## src/rtl/wdt_pkg.sv

```systemverilog
package wdt_pkg;
  localparam int unsigned EXT_SHIFT = 7;  // extended mode: timeout x 128

  typedef struct packed {
    logic lvl;
    logic rise;
    logic fall;
  } edge_t;
endpackage

```

## src/rtl/wdt_sync.sv

```systemverilog
module wdt_sync
  import wdt_pkg::*;
#(
  parameter int unsigned STAGES = 2
) (
  input  logic  clk_i,
  input  logic  rst_ni,
  input  logic  d_i,
  output edge_t ev_o
);
  // chain_q[STAGES-1] is the synchronized level, chain_q[STAGES] its previous value
  logic [STAGES:0] chain_q;

  always_ff @(posedge clk_i or negedge rst_ni) begin
    if (!rst_ni) chain_q <= '0;
    else         chain_q <= {chain_q[STAGES-1:0], d_i};
  end

  always_comb begin
    ev_o.lvl  = chain_q[STAGES-1];
    ev_o.rise = chain_q[STAGES-1] & ~chain_q[STAGES];
    ev_o.fall = ~chain_q[STAGES-1] & chain_q[STAGES];
  end
endmodule

```

## src/rtl/wdt_counter.sv

```systemverilog
module wdt_counter
  import wdt_pkg::*;
#(
  parameter int unsigned TW = 16
) (
  input  logic          clk_i,
  input  logic          rst_ni,
  input  logic          en_i,
  input  logic          hold_i,
  input  logic          hb_fall_i,
  input  logic          mode_tog_i,
  input  logic          ext_i,
  input  logic [TW-1:0] base_i,
  output logic          timeout_o
);
  localparam int unsigned CW = TW + EXT_SHIFT;

  logic [CW-1:0] cnt_q;
  logic [CW-1:0] limit;
  logic          off;
  logic          clear;

  always_comb begin
    off       = !en_i || (base_i == '0);
    limit     = ext_i ? {base_i, {EXT_SHIFT{1'b0}}} : CW'(base_i);
    clear     = hold_i || hb_fall_i || mode_tog_i || off;
    // >= so that shrinking base_i mid-count cannot let the counter wrap
    timeout_o = !clear && (cnt_q >= limit - 1'b1);
  end

  always_ff @(posedge clk_i or negedge rst_ni) begin
    if (!rst_ni)                 cnt_q <= '0;
    else if (clear || timeout_o) cnt_q <= '0;
    else                         cnt_q <= cnt_q + 1'b1;
  end

  assert_hold_zero_R9: assert property (@(posedge clk_i) disable iff (!rst_ni)
    hold_i |=> (cnt_q == '0));
  assert_hb_clear_R4: assert property (@(posedge clk_i) disable iff (!rst_ni)
    hb_fall_i |=> (cnt_q == '0));
  assert_mode_clear_R5: assert property (@(posedge clk_i) disable iff (!rst_ni)
    mode_tog_i |=> (cnt_q == '0));
  assert_disabled_R7: assert property (@(posedge clk_i) disable iff (!rst_ni)
    (base_i == '0) |-> !timeout_o);
  assert_enable_off_R8: assert property (@(posedge clk_i) disable iff (!rst_ni)
    !en_i |=> (cnt_q == '0));
  assert_clear_wins_R11: assert property (@(posedge clk_i) disable iff (!rst_ni)
    hb_fall_i |-> !timeout_o);
endmodule

```

## src/rtl/wdt_pulse.sv

```systemverilog
module wdt_pulse #(
  parameter int unsigned RW = 16
) (
  input  logic          clk_i,
  input  logic          rst_ni,
  input  logic          req_i,
  input  logic          timeout_i,
  input  logic [RW-1:0] len_i,
  output logic          active_o
);
  logic          por_q;
  logic [RW-1:0] rem_q;
  logic [RW-1:0] len_eff;
  logic          trig;

  always_comb begin
    len_eff  = (len_i == '0) ? RW'(1) : len_i;
    trig     = por_q || req_i || timeout_i;
    active_o = por_q || req_i || (rem_q != '0);
  end

  always_ff @(posedge clk_i or negedge rst_ni) begin
    if (!rst_ni) begin
      por_q <= 1'b1;
      rem_q <= '0;
    end else begin
      por_q <= 1'b0;
      if (trig)              rem_q <= len_eff;
      else if (rem_q != '0)  rem_q <= rem_q - 1'b1;
    end
  end

  assert_timeout_load_R2: assert property (@(posedge clk_i) disable iff (!rst_ni)
    timeout_i |=> (active_o && rem_q == $past(len_eff)));
  assert_release_R3: assert property (@(posedge clk_i) disable iff (!rst_ni)
    (rem_q == RW'(1) && !trig) |=> (rem_q == '0));
endmodule

```

## src/rtl/wdt_supervisor.sv

```systemverilog
module wdt_supervisor
  import wdt_pkg::*;
#(
  parameter int unsigned TW          = 16,
  parameter int unsigned RW          = 16,
  parameter int unsigned SYNC_STAGES = 2
) (
  input  logic          clk_i,
  input  logic          rst_ni,
  input  logic          rst_req_i,
  input  logic          heartbeat_i,
  input  logic          mode_ext_i,
  input  logic          enable_i,
  input  logic [TW-1:0] base_timeout_i,
  input  logic [RW-1:0] rst_len_i,
  output logic          rst_no
);
  edge_t hb_ev;
  edge_t mode_ev;
  logic  timeout;
  logic  rst_active;

  wdt_sync #(.STAGES(SYNC_STAGES)) u_hb_sync (
    .clk_i (clk_i),
    .rst_ni(rst_ni),
    .d_i   (heartbeat_i),
    .ev_o  (hb_ev)
  );

  wdt_sync #(.STAGES(SYNC_STAGES)) u_mode_sync (
    .clk_i (clk_i),
    .rst_ni(rst_ni),
    .d_i   (mode_ext_i),
    .ev_o  (mode_ev)
  );

  wdt_counter #(.TW(TW)) u_counter (
    .clk_i     (clk_i),
    .rst_ni    (rst_ni),
    .en_i      (enable_i),
    .hold_i    (rst_active),
    .hb_fall_i (hb_ev.fall),
    .mode_tog_i(mode_ev.rise | mode_ev.fall),
    .ext_i     (mode_ev.lvl),
    .base_i    (base_timeout_i),
    .timeout_o (timeout)
  );

  wdt_pulse #(.RW(RW)) u_pulse (
    .clk_i    (clk_i),
    .rst_ni   (rst_ni),
    .req_i    (rst_req_i),
    .timeout_i(timeout),
    .len_i    (rst_len_i),
    .active_o (rst_active)
  );

  assign rst_no = ~rst_active;

  assert_req_immediate_R10: assert property (@(posedge clk_i) disable iff (!rst_ni)
    rst_req_i |-> !rst_no);
  assert_timeout_reset_R2: assert property (@(posedge clk_i) disable iff (!rst_ni)
    timeout |=> !rst_no);
endmodule

```

## config.mk

```make
export PLATFORM = sky130hd
export DESIGN_NAME = wdt_supervisor
export DESIGN_NICKNAME = d
export VERILOG_FILES = /design/src/rtl/wdt_pkg.sv /design/src/rtl/wdt_sync.sv /design/src/rtl/wdt_counter.sv /design/src/rtl/wdt_pulse.sv /design/src/rtl/wdt_supervisor.sv
export SDC_FILE = /design/constraint.sdc
export NUM_CORES = 1
export LEC_CHECK = 0
export BUFFER_PORTS_ARGS = -buffer_cell sky130_fd_sc_hd__buf_2
export CAP_MARGIN = 20
export CORE_MARGIN = 5
export CORE_UTILIZATION = 59
export CTS_CLUSTER_SIZE = 10
export DETAILED_ROUTE_END_ITERATION = 7
export GPL_ROUTABILITY_DRIVEN = 0
export PLACE_DENSITY = 0.77
export REMOVE_ABC_BUFFERS = 1
export SLEW_MARGIN = 20
export SYNTH_ARGS = -nofsm -noshare
export SYNTH_HDL_FRONTEND = slang
export SYNTH_SLANG_ARGS = --single-unit
```

## constraint.sdc

```tcl
create_clock -name clk_i -period 4.5 [get_ports clk_i]
set_input_delay 0.225 -clock clk_i [delete_from_list [all_inputs] [get_ports clk_i]]
set_output_delay 0.225 -clock clk_i [all_outputs]
set_load 0.01 [all_outputs]
```

# [Yosys cells after proc, flatten, opt, wreduce, memory -nomap -nowiden]
# Index checks and enable logic that the tools add are counted.
[op_classes] mux=5 n_bitwise=8 n_reduce_logical=15 n_addsub=3 magnitude_cmp=1
[op_table] cell="16-bit two-way mux" n=3
[op_table] cell="23-bit two-way mux" n=2
[op_table] cell="16-bit zero test" n=2
[op_table] cell="23-bit by 1-bit adder with 23-bit output, second input constant" n=1
[op_table] cell="23-bit >= comparator" n=1
[op_table] cell="23-bit by 1-bit subtractor with 23-bit output, second input constant" n=1
[op_table] cell="16-bit nonzero test" n=1
[op_table] cell="16-bit by 1-bit subtractor with 16-bit output, second input constant" n=1
[op_table] cell="1-bit logical OR" n=8
[op_table] cell="1-bit NOT" n=4
[op_table] cell="1-bit AND" n=3
[op_table] cell="1-bit zero test" n=2
[op_table] cell="2-bit nonzero test" n=1
[op_table] cell="1-bit logical AND" n=1
[op_table] cell="1-bit OR" n=1
[totals] regBits=46 out_inout_bits=1 input_bits=38

# [Longest topological paths before layout]
[logic_depth] word_depth=9 depth_mapped=18 depth_no_buf=16

# [By module]
# From an unflattened synthesis, not the netlist that was laid out.
[unflattened] cells_unflattened=437 hier_area_um2=3738.6
[modules_own_cells] module="wdt_counter" area_each_um2=2444.8 cells_each=304 n_inst=1
[modules_own_cells] module="wdt_pulse" area_each_um2=1088.5 cells_each=119 n_inst=1
[modules_own_cells] module="wdt_sync" area_each_um2=97.6 cells_each=6 n_inst=2
[modules_own_cells] module="wdt_supervisor" area_each_um2=10.0 cells_each=2 n_inst=1

# [Worst setup path after synthesis]
# OpenSTA, ideal clock, no wires.
[synth_path] path_kind="register to register" startpoint="register u_mode_sync.chain_q[1]" endpoint="register u_pulse.rem_q[11]" path_stages_with_launch=19 period_less_slack_ns=3.508 path_buffers=2 setup_ns=0.094 arrival_ns=3.414 setup_slack_ns=0.992 path_cell_list="dfrtp_1 -> inv_1 -> nand2_1 -> ha_1 -> a21bo_1 -> or2_1 -> buf_6 -> or3_1 -> xnor2_1 -> a22oi_1 -> ha_1 -> a21oi_1 -> o21a_1 -> o21bai_1 -> or2_2 -> o21ai_1 -> buf_6 -> nor2_1 -> a211oi_1"
[synth_via] elab_chain_len=9 word_cells_on_any_way=14 cone_classes="add/sub: 1; order compare: 1; mux: 2; bitwise: 4; reduce/logical: 6"
[synth_rtl] item="start: declaration" line="wdt_sync.sv:12" rtl="logic [STAGES:0] chain_q;"
[synth_rtl] item="start signal: assignment" line="wdt_sync.sv:16" rtl="else chain_q <= {chain_q[STAGES-1:0], d_i};"
[synth_rtl] item="branches (longest 6 deep; another with 23-bit by 1-bit subtractor with 23-bit output)"
[synth_rtl] item="1-bit logical AND *" line="wdt_counter.sv:28" rtl="timeout_o = !clear && (cnt_q >= limit - 1'b1);"
[synth_rtl] item="1-bit logical OR *" line="wdt_pulse.sv:18" rtl="trig = por_q || req_i || timeout_i;"
[synth_rtl] item="16-bit two-way mux / 2-bit nonzero test (equally long branches)"
[synth_rtl] item="end signal: assignment" line="wdt_pulse.sv:28" rtl="if (trig) rem_q <= len_eff;"
[synth_rtl] item="end signal: assignment" line="wdt_pulse.sv:29" rtl="else if (rem_q != '0) rem_q <= rem_q - 1'b1;"
[synth_rtl] item="end: declaration" line="wdt_pulse.sv:12" rtl="logic [RW-1:0] rem_q;"
# Every way passes the cells marked *.
# A chain may end at the register's enable or synchronous reset.

# [Worst setup path in the final report]
[layout_path] startpoint="register u_mode_sync.chain_q[1]" endpoint="register u_pulse.rem_q[13]"
# Same word-level chain as after synthesis.

==> results_dict.tcl <==
set metrics [dict create \
    drv_cap 0 \
    syn_to_final_growth_pct 10.9 \
    postCtsSetupRepairBufs 0 \
    switching_share_pct 30.1 \
    fillers 497 \
    final_hold_viol_count 0 \
    dp_slack_ns 0.422 \
    crit_required_ns 4.70 \
    worstRegToRegCells 17 \
    routed_via_density 5.91 \
    antenna_found_initial 0 \
    p_clk_share_pct 29.3 \
    totalWireLength_mm 7.91 \
    critical-path-slowest-cell "dfrtp_1" \
    nets 515 \
    layout-drive-gt1-share_pct 13.7 \
    io_pins 39 \
    period_share_pct 90.1 \
    synth_top_area_cell "dfrtp_1" \
    cts_sinks 46 \
    grt_pass1_wl_mm 13.4 \
    min_path_cells 1 \
    tns_ns 0 \
    finalNonFillerCells 524 \
    finalWorstSetupSlack_ns 0.447 \
    placeableCoreArea_um2 5610 \
    via_count 3097 \
    synth.ff_latch_count 46 \
    num_rows 27 \
    powerDensity_nw_per_um2 229 \
    worstSetupPathType "reg -> reg" \
    start_util_pct 61.5 \
    worstMarginPinSlew_ns 0.743 \
    worstPathCellList "inv_1 > nand2_1 > ha_1 > a21bo_1 > or2_1 > nor3_4 > nand3_1 > a32oi_1 > ha_1 > a21oi_1 > o21ai_0 > o21bai_1 > or2_2 > o21ai_1 > buf_4 > nor2_1 > a211oi_1" \
    critPathMaxFanout 11 \
    drc 0 \
    endpoint_kind "flip-flop" \
    postSynthCellCount 409 \
    ir_drop_mv 0.203 \
    hpwl_mm 6.15 \
    regArea_um2 1150 \
    die-area_um2 7480 \
    yosys.cell_types.count 55 \
    yosys-top-cells-area "dfrtp_1 (33%), ha_1 (9.4%), nor2_1 (7.5%), xnor2_1 (6.6%), xor2_1 (5.8%)" \
    grt_remaining_overflow 0 \
    hold_path.class "in -> reg" \
    drtIter0Drc 140 \
    clock_skew_ns 0.00603 \
    critPathLaunchType "flip-flop" \
    async_flop_share_pct 100 \
    clock_latency_ns 0.30 \
    fp.dieH_um 86.5 \
    rsz0062_at_grt "false" \
    dr.pass1.iters 4 \
    grt_usage_pct 22.0 \
    htreeDepth 2 \
    status "finished clean" \
    cpMostUsedCell "ha_1" \
    p_sw_mw 0.264 \
    diodes 0 \
    fin_crit_ns 4.05 \
    syn_area_um2 3450 \
    max_freq_mhz 247 \
    wl_per_cell_um 15.1 \
    cp_slowest_stage_delay_ns 0.54 \
    grt_max_degree 47 \
    p_seq_share_pct 51.7 \
    numCtsBuffers 5 \
    fin_area_um2 3830 \
    drtAntennaViolNets 0 \
    die_width_um 86.5 \
    yosysSeqAreaShare_pct 33.4 \
    clk_pin_slew_worst_paths_ns 0.09 \
    pwr-share-comb_pct 19.1 \
    synthFlopType "dfrtp_1" \
    post_dp_cell_area_um2 3720 \
    p_leak_nw 1.65 \
    power_mw 0.877 \
    slew_viol_final 0 \
    root_buffer "clkbuf_8" \
    placed_cells 515 \
    synth_top_area_share_pct 32.6 \
    relSlewSlack_pct 49.9 \
    ys_warn_count 0 \
    setup_violations 0 \
    grt_pass1_vias 2996 \
    tritoncts "yes" \
    cts_max_path_buffers 2 \
    port_buffers 38 \
    avgSynthCellArea_um2 8.43 \
    p_int_mw 0.613 \
    cp_data_arrival_time_ns 4.25 \
    multiInputGateArea_um2 2200 \
    synth_enable_flop_cells 0 \
]
## kinds of logic after synthesis
logic type               after synthesis  share of synthesized area, %
AO/OA/AOI/OAI                         81                          15.1
XOR/XNOR                              49                          12.4
AND/OR/NAND/NOR                      180                          25.2
adder cells (fa/ha/maj)               26                          9.43
other                                  1                         0.109
buffers and inverters                 21                          2.79
flip-flops                            46                          33.4
multiplexers                           5                          1.45
## cell type report
cell class	count	area share, %
multi-input cells	342	57.6
flip-flops and latches	46	30.1
clock inverters	3	0.556
well taps	72	2.35
repair buffers	45	6.47
clock buffers	5	1.80
inverters	11	1.08
## cell usage in the layout, fill, tap and decap left out, types with 5 or more instances in the layout
cell	n
nand3_1	11
nor2_1	69
dfrtp_1	45
a211oi_1	5
and3_1	6
o2bb2ai_1	6
buf_4	7
nor3_1	14
nor4_1	9
mux2i_1	5
clkbuf_8	5
inv_1	11
o21ai_0	13
xor2_1	23
xnor2_1	26
ha_1	26
a21oi_1	29
buf_2	37
nand2_1	38
## state kept, by name (all words and copies together), names as in the netlist
name and count:
u_mode_sync.chain_q 3, u_pulse.rem_q 16, u_counter.cnt_q 23, u_hb_sync.chain_q 3
u_pulse.por_q 1
## metrics by stage
stage / hold WS (ns) / utilization [%]
finish: 0.0180 / 68.2
global route: 0.0205 / 68.2
CTS: 0.00920 / 67.9
detailed placement: 0.334 / 66.3
global placement: 0.331 / 66.3
floorplan: -0.0706 / -
## final timing paths
| kind | start | to | slack (ns) |
|---|---|---|---|
| worst min register to register | u_hb_sync.chain_q[0] | u_hb_sync.chain_q[1] | 0.35 |
| worst max-delay path | u_mode_sync.chain_q[1] | u_pulse.rem_q[13] | 0.45 |
| worst max register to register | u_mode_sync.chain_q[1] | u_pulse.rem_q[13] | 0.45 |
| min in group asynchronous | rst_ni | u_counter.cnt_q[19] | 0.46 |
| max in group asynchronous | rst_ni | u_hb_sync.chain_q[2] | 3.63 |
| worst min-delay path | mode_ext_i | u_mode_sync.chain_q[0] | 0.02 |
## repair_timing
item	4_1_cts	5_1_grt
hold buffers	0	1
endpoints found under the setup margin	0	7
hold endpoints to repair	0	45
gates resized for setup	0	1
## power by group through the flow
stage | combinational (mW) | clock [mW] | sequential (mW)
floorplan | 0.0992 | 0 | 0.459
global placement | 0.160 | 0 | 0.460
detailed placement | 0.164 | 0 | 0.461
CTS | 0.166 | 0.261 | 0.452
global route | 0.189 | 0.276 | 0.456
finish | 0.167 | 0.257 | 0.453
## routing by layer
layer | global-route usage, % | vias up | wire length (um)
met5 | 0 | - | 0
met4 | 5.38 | 0 | 77
met3 | 3.33 | 6 | 252
met2 | 36.9 | 58 | 3950
met1 | 29.9 | 1488 | 3630
li1 | - | 1545 | -
## worst max-delay path, delay by kind of cell (launching register included)
| family | cells | cell delay (ns) |
|---|---|---|
| buffers and inverters | 2 | 0.36 |
| AOI/OAI and AO/OA | 7 | 1.33 |
| DFF | 1 | 0.54 |
| and+or+nand+nor | 6 | 1.21 |
| adders and majority gates | 2 | 0.52 |
## synthesized netlist by cell type, types with 5 or more instances
cell / count
a211oi_1: 5
a21oi_1: 29
and3_1: 6
clkbuf_1: 6
dfrtp_1: 45
ha_1: 26
inv_1: 11
mux2i_1: 5
nand2_1: 38
nand3_1: 11
nor2_1: 69
nor3_1: 14
nor4_1: 9
o21ai_0: 13
o2bb2ai_1: 6
xnor2_1: 26
xor2_1: 23
Power figures use the tool's default switching activity.
